**src/rtl/idx_pkg.sv**
```systemverilog
package idx_pkg;
  localparam logic [7:0] PFX_IX = 8'hDD;
  localparam logic [7:0] PFX_IY = 8'hFD;
  localparam logic [7:0] PG_BIT = 8'hCB;
  localparam logic [7:0] PG_EXT = 8'hED;

  typedef enum logic [1:0] {PTR_HL = 2'd0, PTR_IX = 2'd1, PTR_IY = 2'd2} ptr_e;
  typedef enum logic [1:0] {PAGE_MAIN = 2'd0, PAGE_BIT = 2'd1, PAGE_EXT = 2'd2} page_e;
  typedef enum logic [2:0] {
    ST_IDLE, ST_PFX, ST_BIT, ST_EXT, ST_DISP, ST_BDISP, ST_BOPC
  } st_e;

  typedef struct packed {
    logic [1:0] ptr;
    logic       has_disp;
    logic [7:0] disp;
    logic [7:0] opc;
    logic [1:0] page;
    logic       ign;
  } res_t;
endpackage

```
**src/rtl/idx_opc_class.sv**
```systemverilog
module idx_opc_class
  import idx_pkg::*;
(
  input  logic [7:0] op_i,
  output logic       is_pfx_o,
  output logic       is_bit_o,
  output logic       is_ext_o,
  output logic       uses_mem_o,
  output logic       uses_pair_o
);
  logic ld_grp, alu_grp;

  assign is_pfx_o = (op_i == PFX_IX) || (op_i == PFX_IY);
  assign is_bit_o = (op_i == PG_BIT);
  assign is_ext_o = (op_i == PG_EXT);

  // 0x40..0x7F loads, halt (0x76) has no memory form
  assign ld_grp  = (op_i[7:6] == 2'b01) && (op_i != 8'h76) &&
                   ((op_i[2:0] == 3'd6) || (op_i[5:3] == 3'd6));
  assign alu_grp = (op_i[7:6] == 2'b10) && (op_i[2:0] == 3'd6);

  always_comb begin
    uses_mem_o = ld_grp || alu_grp;
    case (op_i)
      8'h34, 8'h35, 8'h36: uses_mem_o = 1'b1;
      default: ;
    endcase
  end

  always_comb begin
    case (op_i)
      8'h09, 8'h19, 8'h29, 8'h39,
      8'h21, 8'h22, 8'h2A, 8'h23, 8'h2B,
      8'hE1, 8'hE3, 8'hE5, 8'hE9, 8'hF9: uses_pair_o = 1'b1;
      default:                            uses_pair_o = 1'b0;
    endcase
  end
endmodule

```
**src/rtl/idx_seq.sv**
```systemverilog
module idx_seq
  import idx_pkg::*;
(
  input  logic       clk_i,
  input  logic       rst_ni,
  input  logic [7:0] byte_i,
  input  logic       byte_vld_i,
  input  logic       is_pfx_i,
  input  logic       is_bit_i,
  input  logic       is_ext_i,
  input  logic       uses_mem_i,
  input  logic       uses_pair_i,
  output logic       insn_vld_o,
  output logic       nop_vld_o,
  output res_t       res_o
);
  st_e        st_q, st_d;
  ptr_e       sel_q, sel_d;
  logic       ign_q, ign_d;
  logic [7:0] opc_q, opc_d;
  logic [7:0] dsp_q, dsp_d;
  logic       emit, nop;
  res_t       res_d, res_q;
  logic       insn_q, nop_q;
  ptr_e       pfx_sel;

  assign pfx_sel = (byte_i == PFX_IX) ? PTR_IX : PTR_IY;

  always_comb begin
    st_d  = st_q;
    sel_d = sel_q;
    ign_d = ign_q;
    opc_d = opc_q;
    dsp_d = dsp_q;
    emit  = 1'b0;
    nop   = 1'b0;
    res_d = '{ptr: PTR_HL, has_disp: 1'b0, disp: 8'h00, opc: byte_i,
              page: PAGE_MAIN, ign: 1'b0};
    if (byte_vld_i) begin
      unique case (st_q)
        ST_IDLE: begin
          if (is_pfx_i) begin
            sel_d = pfx_sel;
            st_d  = ST_PFX;
          end else if (is_bit_i) begin
            ign_d = 1'b0;
            st_d  = ST_BIT;
          end else if (is_ext_i) begin
            ign_d = 1'b0;
            st_d  = ST_EXT;
          end else begin
            emit = 1'b1;
          end
        end
        ST_PFX: begin
          if (is_pfx_i) begin
            nop   = 1'b1;
            sel_d = pfx_sel;
          end else if (is_bit_i) begin
            st_d = ST_BDISP;
          end else if (is_ext_i) begin
            ign_d = 1'b1;
            st_d  = ST_EXT;
          end else if (uses_mem_i) begin
            opc_d = byte_i;
            st_d  = ST_DISP;
          end else begin
            emit = 1'b1;
            st_d = ST_IDLE;
            if (uses_pair_i) res_d.ptr = sel_q;
            else             res_d.ign = 1'b1;
          end
        end
        ST_DISP: begin
          emit           = 1'b1;
          res_d.ptr      = sel_q;
          res_d.has_disp = 1'b1;
          res_d.disp     = byte_i;
          res_d.opc      = opc_q;
          st_d           = ST_IDLE;
        end
        ST_BDISP: begin
          dsp_d = byte_i;
          st_d  = ST_BOPC;
        end
        ST_BOPC: begin
          emit           = 1'b1;
          res_d.ptr      = sel_q;
          res_d.has_disp = 1'b1;
          res_d.disp     = dsp_q;
          res_d.page     = PAGE_BIT;
          st_d           = ST_IDLE;
        end
        ST_BIT: begin
          emit       = 1'b1;
          res_d.page = PAGE_BIT;
          st_d       = ST_IDLE;
        end
        ST_EXT: begin
          emit       = 1'b1;
          res_d.page = PAGE_EXT;
          res_d.ign  = ign_q;
          st_d       = ST_IDLE;
        end
        default: st_d = ST_IDLE;
      endcase
    end
  end

  always_ff @(posedge clk_i or negedge rst_ni) begin
    if (!rst_ni) begin
      st_q   <= ST_IDLE;
      sel_q  <= PTR_HL;
      ign_q  <= 1'b0;
      opc_q  <= 8'h00;
      dsp_q  <= 8'h00;
      insn_q <= 1'b0;
      nop_q  <= 1'b0;
      res_q  <= '0;
    end else begin
      st_q   <= st_d;
      sel_q  <= sel_d;
      ign_q  <= ign_d;
      opc_q  <= opc_d;
      dsp_q  <= dsp_d;
      insn_q <= emit;
      nop_q  <= nop;
      if (emit) res_q <= res_d;
    end
  end

  assign insn_vld_o = insn_q;
  assign nop_vld_o  = nop_q;
  assign res_o      = res_q;
endmodule

```
**src/rtl/idx_prefix_dec.sv**
```systemverilog
module idx_prefix_dec
  import idx_pkg::*;
#(
  parameter int DISP_W = 16
) (
  input  logic              clk_i,
  input  logic              rst_ni,
  input  logic [7:0]        byte_i,
  input  logic              byte_vld_i,
  output logic              insn_vld_o,
  output logic              nop_vld_o,
  output logic [1:0]        ptr_sel_o,
  output logic              has_disp_o,
  output logic [DISP_W-1:0] disp_o,
  output logic [7:0]        opc_o,
  output logic [1:0]        page_o,
  output logic              pfx_ign_o
);
  logic is_pfx, is_bit, is_ext, uses_mem, uses_pair;
  res_t res;

  idx_opc_class u_class (
    .op_i       (byte_i),
    .is_pfx_o   (is_pfx),
    .is_bit_o   (is_bit),
    .is_ext_o   (is_ext),
    .uses_mem_o (uses_mem),
    .uses_pair_o(uses_pair)
  );

  idx_seq u_seq (
    .clk_i      (clk_i),
    .rst_ni     (rst_ni),
    .byte_i     (byte_i),
    .byte_vld_i (byte_vld_i),
    .is_pfx_i   (is_pfx),
    .is_bit_i   (is_bit),
    .is_ext_i   (is_ext),
    .uses_mem_i (uses_mem),
    .uses_pair_i(uses_pair),
    .insn_vld_o (insn_vld_o),
    .nop_vld_o  (nop_vld_o),
    .res_o      (res)
  );

  assign ptr_sel_o  = res.ptr;
  assign has_disp_o = res.has_disp;
  assign opc_o      = res.opc;
  assign page_o     = res.page;
  assign pfx_ign_o  = res.ign;

  generate
    if (DISP_W > 8) begin : g_sext
      localparam int EXT_W = DISP_W - 8;
      assign disp_o = {{EXT_W{res.disp[7]}}, res.disp};
    end else begin : g_trunc
      assign disp_o = res.disp[DISP_W-1:0];
    end
  endgenerate
endmodule

```
**config.mk**
```make
export PLATFORM = sky130hd
export DESIGN_NAME = idx_prefix_dec
export DESIGN_NICKNAME = d
export VERILOG_FILES = /design/src/rtl/idx_pkg.sv /design/src/rtl/idx_opc_class.sv /design/src/rtl/idx_seq.sv /design/src/rtl/idx_prefix_dec.sv
export SDC_FILE = /design/constraint.sdc
export NUM_CORES = 1
export LEC_CHECK = 0
export BUFFER_PORTS_ARGS = -buffer_cell sky130_fd_sc_hd__buf_4
export CAP_MARGIN = 20
export CORE_ASPECT_RATIO = 1.2
export CORE_MARGIN = 2
export CORE_UTILIZATION = 60
export CTS_CLUSTER_DIAMETER = 100
export DETAILED_ROUTE_END_ITERATION = 10
export GPL_TIMING_DRIVEN = 1
export PLACE_DENSITY_LB_ADDON = 0.12
export SYNTH_ARGS = -nofsm -noshare
export SYNTH_HDL_FRONTEND = slang
export SYNTH_SLANG_ARGS = --single-unit
```
**constraint.sdc**
```tcl
create_clock -name clk_i -period 2.7 [get_ports clk_i]
set_input_delay 0.135 -clock clk_i [delete_from_list [all_inputs] [get_ports clk_i]]
set_output_delay 0.135 -clock clk_i [all_outputs]
set_load 0.02 [all_outputs]
```
# Yosys cells after proc, flatten, opt, wreduce, memory -nomap -nowiden
# Index checks and enable logic that the tools add are counted.
# classes
bitwise_logic	3
n_reduce_logical	19
n_eq_ne	38
muxes	46
# ops
cell	count
$eq A8 B6 Y1 const B	10
$eq A8 B8 Y1 const B	9
$mux W1	24
$mux W22	1
$mux W3	7
$pmux W9 S2	1
$eq A3 B3 Y1 const B	5
$reduce_or A14 Y1	1
$mux W2	6
$pmux W3 S3	1
$eq A8 B4 Y1 const B	1
$eq A8 B5 Y1 const B	1
$mux W8	1
$ne A2 B2 Y1 const B	4
$ne A8 B7 Y1 const B	1
$pmux W2 S2	2
$reduce_and A7 Y1	1
$eq A3 B2 Y1 const B	2
$reduce_and A3 Y1	2
$reduce_and A6 Y1	1
$reduce_or A2 Y1	3
$ne A4 B4 Y1 const B	1
$pmux W1 S2	2
$reduce_or A4 Y1	1
other kinds (12)	18
# word_totals
out_inout_bits	32
regBits	46

# Depth between registers and ports, before layout
# Gate-level depths: netlist of run 1.
# depth
depth_word	11
ltp_mapped	7
depth_no_buf	5

# By module
# A second synthesis of run 1 with hierarchy kept.
# unflattened
hier_cells	210
area_unflattened_um2	2496.1
# modules_own_cells
module	cells_each	seq_area_each_um2	area_per_inst_um2	n_inst
idx_seq	173	1151.1	2245.9	1
idx_opc_class	29	0.0	190.2	1
idx_prefix_dec	8	0.0	60.1	1

# Worst setup path before layout of run 1
# No wires, ideal clock.
# synth_path
kind	input-to-reg
start	input port byte_i[3]
end	register u_seq.res_q (netlist bit u_seq.res_o[11])
stages	7
setup_ns	0.125
t_arrival_ns	1.711
required_ns	2.575
n_path_buf	2
setup_slack_ns	0.864
cell_sequence	buf_6 > and3b_2 > mux2i_1 > o211ai_1 > a211oi_4 > buf_6 > mux2_4
# synth_between
elab_chain_cells	11
word_cells_on_any_way	25
classes_between	9 x eq/ne; 10 x mux; 6 x reduce/logical
# synth_rtl
element	line_no	rtl
start: declaration	idx_prefix_dec.sv:8	input logic [7:0] byte_i,
$ne A8 B7 Y1 or $eq A3 B3 Y1 (tied branches)	idx_opc_class.sv:18, idx_opc_class.sv:19	
$logic_and A1 B1 Y1 or $logic_or A1 B1 Y1 (tied branches)	idx_opc_class.sv:18, idx_opc_class.sv:19	
$logic_and A1 B1 Y1	idx_opc_class.sv:18	assign ld_grp = (op_i[7:6] == 2'b01) && (op_i != 8'h76) &&
$logic_or A1 B1 Y1	idx_opc_class.sv:23	uses_mem_o = ld_grp || alu_grp;
$mux W1	idx_opc_class.sv:24	case (op_i)
$mux W1	idx_seq.sv:64	end else if (uses_mem_i) begin
$mux W1	idx_seq.sv:61	end else if (is_ext_i) begin
$mux W1	idx_seq.sv:59	end else if (is_bit_i) begin
$mux W1	idx_seq.sv:56	if (is_pfx_i) begin
$pmux W1 S3 *	idx_seq.sv:40	unique case (st_q)
$mux W1 *	idx_seq.sv:39	if (byte_vld_i) begin
end signal: assignment	idx_seq.sv:128	if (emit) res_q <= res_d;
end: declaration	idx_seq.sv:23	res_t res_d, res_q;
# Mark *: on every way between the ends. The rest lies on a longest branch, timed or not.
# A chain may end at the register's enable or synchronous reset.

# Final worst setup path of run 1
# layout_path
start	register u_seq.st_q[1]
end	register u_seq.opc_q[7]
# layout_between
elab_chain_cells	2
# layout_rtl
element	line_no	rtl
start: declaration	idx_seq.sv:17	st_e st_q, st_d;
start signal: assignment	idx_seq.sv:121	st_q <= st_d;
$eq A3 B1 Y1	idx_seq.sv:40	
$reduce_and A6 Y1 (no source line)	n/a	
end signal: assignment	idx_seq.sv:124	opc_q <= opc_d;
end: declaration	idx_seq.sv:20	logic [7:0] opc_q, opc_d;
# No other way between the ends.

==> reports/metrics.yaml, run 1 <==
cts_max_path_buffers: 2
first_pass_iters: 4
ys_seq_elements: 46
netlist_top_cells_area: "dfrtp_1, mux2_2, mux2_4"
drive_gt1_share_pct: 42.8
synthTopCellsByCount: "dfrtp_1, mux2_2, mux2_4, nor2_1, buf_4"
wl_per_cell_um: 17.4
synth-warning-count: 0
pin_count: 43
drv_slew: 0
viasPerCell: 5.80
yosysTopAreaCell: "dfrtp_1"
switchingPower_mw: 0.638
hold_start: "byte_vld_i"
min_period_over_period_pct: 81.2
min_period_ns: 2.19
power_frac_clock_pct: 24.7
slowest_delay_ns: 0.85
drt_iter0_drc: 89
totalPowerFinal_mw: 2.06
cts_setup_buffers: 0
setup_violations: 0
synth_edf_count: 0
cp_top_family: "flip-flops"
vdd_drop_max_mv: 0.474
yosysSeqAreaShare_pct: 46.1
grt_max_degree: 47
endpoint_kind: "flop"
fmax_mhz: 456
synth_top_area_share_pct: 46.1
syn_to_final_growth_pct: 13.0
cp-startpoint: "u_seq.st_q[1]"
synthArstFlopShare_pct: 100
grt_pass1_wl_mm: 8.63
synth_most_common_cell: "dfrtp_1"
path_buf_inv: 0
start_util_pct: 62.9
fp.dieW_um: 62.9
start_kind: "flop"
overflow: 0
core-area_um2: 3970
clk_latency_ns: 0.30
drc: 0
setup_slack_ns: 0.508
antenna_cells: 0
cts_resized: 0
worstPathArrival_ns: 2.38
p_per_area_nw_per_um2: 729
slew_headroom_pct: 48.7
hold_path_class: "in -> reg"
hpwlAfterDp_mm: 3.62
antenna_found_initial: 0
rr_startpoint: "u_seq.st_q[1]"
worstPathMaxFanout: 16
internal_power_mw: 1.42
pre_cts_ws_ns: 0.542
critPathSlowestCell: "dfrtp_1"
grt_pass1_vias: 1727
track_usage_pct: 24.0
dieArea_um2: 4700
tightest_slew_ns: 0.770
final_area_um2: 2820
syn_area_um2: 2500
rows: 25
h-tree-depth: 2
netlist_instances: 204
numCtsBuffers: 5
combPwrFrac_pct: 27.9
avgSynthCellArea_um2: 12.2
io_buffers: 42
syn-num-nets: 215
power.share.switching_pct: 31.0
power.leakage_nw: 1.32
clockRootBuffer: "clkbuf_8"
path_cells: "nand2b_1 -> nor2_1 -> nand3_1 -> nand2b_1 -> mux2_2"
finalHoldViolations: 0
final_nets: 246
clk_pin_slew_ns: 0.08
ys_types: 42
crit_required_ns: 2.88
critical_path_class: "reg -> reg"
cts_tree: "done"
dr_total_vias: 1681
fin_skew_ns: 0.00856
maxCapViolCount: 0
placed_cell_area_um2: 2700
rsz0062_at_grt: "false"
crit_top_cell: "nand2b_1"
seqPwrFrac_pct: 47.5
setup_tns_ns: 0
place_congestion: 0.879
ant_nets: 0
cts_sinks: 46
status: "finished, final reports clean"
synthFlopType: "dfrtp_1"
die_y_um: 74.7
routed_wirelength_mm: 5.05
==> per-layer routing <==
layer / GRT usage (%) / part of all wire (%) / vias to the layer above
met3: 4.78 / 4.4 / 10
met2: 40.4 / 52 / 51
met4: 10.1 / 1.8 / 0
met5: 0 / 0 / -
met1: 30.8 / 42 / 836
li1: - / - / 784
==> metrics by stage <==
step	cells	hold slack, ns	util, %
finish	290	0.103	71.0
global route	290	0.104	71.0
CTS	290	0.0929	71.0
detailed placement	281	0.174	68.0
global placement	281	0.158	68.0
floorplan	204	-0.161	-
==> kinds of logic after synthesis <==
logic type             synth area share [%]
buffers and inverters                  9.27
muxes                                  25.8
DFF                                    46.1
AOI/OAI and AO/OA                      7.87
and+or+nand+nor                        11.0
==> cell type report <==
| class | instances | area [um2] |
|---|---|---|
| Fill cell | 305 | 1150 |
| Tap cell | 54 | 67.6 |
| Inverter | 8 | 30.0 |
| Timing Repair Buffer | 46 | 348 |
| Clock buffer | 6 | 72.6 |
| Clock inverter | 2 | 37.5 |
| Sequential cell | 46 | 1150 |
| Multi-Input combinational cell | 128 | 1110 |
==> what timing repair did <==
action / CTS / global route
setup endpoints to repair: 0 / 0
hold buffers: 1 / 0
hold endpoints to repair: 46 / 0
==> power groups by stage <==
stage	Combinational (mW)	Sequential, mW	Clock, mW
after global routing	0.617	1.00	0.542
final	0.573	0.975	0.507
after CTS	0.578	0.974	0.519
after global placement	0.557	0.973	0
after detailed placement	0.577	0.985	0
after floorplan	0.414	0.985	0
==> registers in the layout (all words and copies together) (netlist names) <==
name,count
u_seq.dsp_q,8
u_seq.ign_q,1
u_seq.insn_vld_o,1
u_seq.nop_vld_o,1
u_seq.opc_q,8
u_seq.res_o,22
u_seq.sel_q,2
u_seq.st_q,3
==> layout by cell type, fill, tap and decap left out, types with 3 or more instances in the layout <==
cell / count
dfrtp_1: 46
buf_4: 45
mux2_2: 26
mux2_4: 16
nor2_1: 15
mux2i_1: 11
o21ai_0: 11
inv_1: 8
nand2_1: 8
clkbuf_8: 5
nand3_1: 4
o2111ai_1: 3
nor3_1: 3
==> worst paths after layout <==
kind	slack (ns)	cells after the start	to
worst min register to register	0.49	2	u_seq.ign_q
worst min-delay path	0.10	2	u_seq.st_q[1]
worst max register to register	0.51	5	u_seq.opc_q[7]
max in group asynchronous	1.92	2	u_seq.res_o[5]
worst max-delay path	0.51	5	u_seq.opc_q[7]
min in group asynchronous	0.39	2	u_seq.res_o[19]
No activity file was read; power rests on OpenSTA's default activity.
==> run 2, diff against run 1 <==
--- a/config.mk
+++ b/config.mk
@@ -5,11 +5,12 @@
 export SDC_FILE = /design/constraint.sdc
 export NUM_CORES = 1
 export LEC_CHECK = 0
+export ABC_AREA = 1
 export BUFFER_PORTS_ARGS = -buffer_cell sky130_fd_sc_hd__buf_4
 export CAP_MARGIN = 20
 export CORE_ASPECT_RATIO = 1.2
 export CORE_MARGIN = 2
-export CORE_UTILIZATION = 60
+export CORE_UTILIZATION = 50
 export CTS_CLUSTER_DIAMETER = 100
 export DETAILED_ROUTE_END_ITERATION = 10
 export GPL_TIMING_DRIVEN = 1
==> constraint.sdc (replaced) <==
create_clock -name clk_i -period 1.85 [get_ports clk_i]
set_input_delay 0.0925 -clock clk_i [delete_from_list [all_inputs] [get_ports clk_i]]
set_output_delay 0.0925 -clock clk_i [all_outputs]
set_load 0.02 [all_outputs]
==> run 2 against run 1 <==
Core utilization decreased by 11 points; combinational power increased to 2.7 times the previous value; hold slack got worse by 0.068 ns; sequential share of layout area about the same; largest cell class unchanged.
==> reports/metrics.yaml, run 2 <==
start_kind: "flop"
worstPathArrival_ns: 1.88
synthFlopType: "dfrtp_1"
crit_required_ns: 2.04
endpoint_kind: "flop"
hpwlAfterDp_mm: 3.87
netlist_top_cells_area: "dfrtp_1, nand2_1, o21ai_0"
p_per_area_nw_per_um2: 1310
cp-startpoint: "u_seq.st_q[1]"
min_period_ns: 1.69
wl_per_cell_um: 13.2
layout_commonest_cell: "nand2_1"
switchingPower_mw: 1.49
setup_tns_ns: 0
place_congestion: 0.878
vdd_drop_max_mv: 0.586
drv_slew: 0
cts_max_path_buffers: 2
seqPwrFrac_pct: 41.7
drive_gt1_share_pct: 23.1
power.share.switching_pct: 40.6
rows: 27
synth_top_area_share_pct: 47.0
min_path_cells: 2
synthTopCellsByCount: "nand2_1, dfrtp_1, o21ai_0, nand3_1, nor2_1"
maxCapViolCount: 0
syn-num-nets: 326
hold_path_class: "in -> reg"
antenna_found_initial: 0
pre_cts_ws_ns: 0.127
ys_seq_elements: 46
antenna_cells: 0
overflow: 0
min_to: "u_seq.sel_q[0]"
final_cell_mix: "nand2_1, buf_4, dfrtp_1"
track_usage_pct: 22.6
finalHoldViolations: 0
dieArea_um2: 5480
worstReg2RegEnd: "u_seq.res_o[3]"
clockRootBuffer: "clkbuf_8"
yosysSeqAreaShare_pct: 47.0
final_nets: 362
grt_max_degree: 47
cts_sinks: 46
worstPathMaxFanout: 23
viasPerCell: 5.13
dr_total_vias: 2091
power_frac_clock_pct: 16.5
largest_reg_flops: 22
cts_tree: "done"
avgSynthCellArea_um2: 7.78
hold_start: "byte_i[5]"
clk_latency_ns: 0.30
netlist_instances: 315
start_util_pct: 52.6
min_period_over_period_pct: 91.4
routed_wirelength_mm: 5.39
fin_skew_ns: 0.00561
grt_pass1_vias: 2006
ys_types: 26
syn_to_final_growth_pct: 15.1
fp.dieW_um: 67.9
clk_pin_slew_ns: 0.08
core-area_um2: 4660
ant_nets: 0
whs_ns: 0.0354
first_pass_iters: 5
tightest_slew_ns: 0.562
slew_headroom_pct: 62.4
fmax_mhz: 592
nFillCells: 469
power.leakage_nw: 1.50
final_area_um2: 2820
synth-warning-count: 0
setup_violations: 0
internal_power_mw: 2.19
setup_slack_ns: 0.160
yosysTopAreaCell: "dfrtp_1"
drt_iter0_drc: 151
h-tree-depth: 2
critical_path_class: "reg -> reg"
synth_most_common_cell: "nand2_1"
synth_edf_count: 0
reg2reg_depth: 10
final_core_util_pct: 60.5
status: "finished, final reports clean"
pin_count: 43
synthArstFlopShare_pct: 100
r2r_slack_ns: 0.16
combPwrFrac_pct: 41.8
drc: 0
rr_startpoint: "u_seq.st_q[1]"
die_y_um: 80.7
grt_pass1_wl_mm: 9.28
numCtsBuffers: 5
syn_area_um2: 2450
placed_cell_area_um2: 2720
io_buffers: 42
-- run 2: cells by family after synthesis --
logic type             count (synthesis)  synth area share (%)
AOI/OAI and AO/OA                     44                  9.09
buffers and inverters                 41                  9.60
DFF                                   46                  47.0
and+or+nand+nor                      184                  34.4
-- run 2: cell type report --
type | instances | area (um2) | area share (%)
Timing Repair Buffer | 46 | 348 | 12.3
Sequential cell | 46 | 1150 | 40.8
Multi-Input combinational cell | 228 | 1080 | 38.1
Clock buffer | 6 | 82.6 | 2.93
Tap cell | 58 | 72.6 | 2.57
Inverter | 24 | 90.1 | 3.19
-- run 2: power by group through the flow --
stage          clock [mW]  combinational (mW)  sequential [mW]
2_1_floorplan           0               0.902             1.71
3_3_place_gp            0                1.50             1.55
3_5_place_dp            0                1.52             1.55
4_1_cts             0.621                1.53             1.53
5_1_grt             0.656                1.74             1.58
6_report            0.607                1.54             1.54
-- run 2: repair_timing --
action / 4_1_cts / 5_1_grt
endpoints found under the hold margin: 46 / 0
hold buffers: 1 / 0
resized for setup: 0 / 3
setup endpoints to repair: 0 / 28
setup buffers: 0 / 0
-- run 2: how the worst max path moves through the flow --
stage / endpoint / slack, ns / cells past startpoint
CTS: u_seq.res_o[5] / 0.11 / 10
global route: u_seq.res_o[3] / -0.001 / 10
detailed placement: u_seq.res_o[5] / 0.13 / 10
global placement: u_seq.res_o[20] / 0.19 / 10
finish: u_seq.res_o[3] / 0.16 / 10
floorplan: u_seq.res_o[18] / 0.31 / 11
-- run 2: worst max-delay path, stage by stage, from the launching register on --
cell	delay, ns
dfrtp_1	0.43
inv_2	0.12
nand2_1	0.08
nor2_1	0.19
nand2_2	0.12
nor2_4	0.14
nor2_4	0.05
nand2_4	0.15
nand2_8	0.15
nand2_1	0.10
nand2_1	0.05
-- run 2: layer usage --
metal | track usage (%) | up-vias | routed length (um)
met5 | 0 | - | 0
met4 | 10.2 | 0 | 132
met3 | 2.52 | 10 | 291
met2 | 36.3 | 64 | 2560
met1 | 30.6 | 954 | 2400
li1 | - | 1063 | -
-- run 2: per-stage QoR --
stage          std cells  power, mW
2_1_floorplan        315       2.62
3_3_place_gp         401       3.05
3_5_place_dp         401       3.08
4_1_cts              408       3.69
5_1_grt              408       3.98
6_report             408       3.68
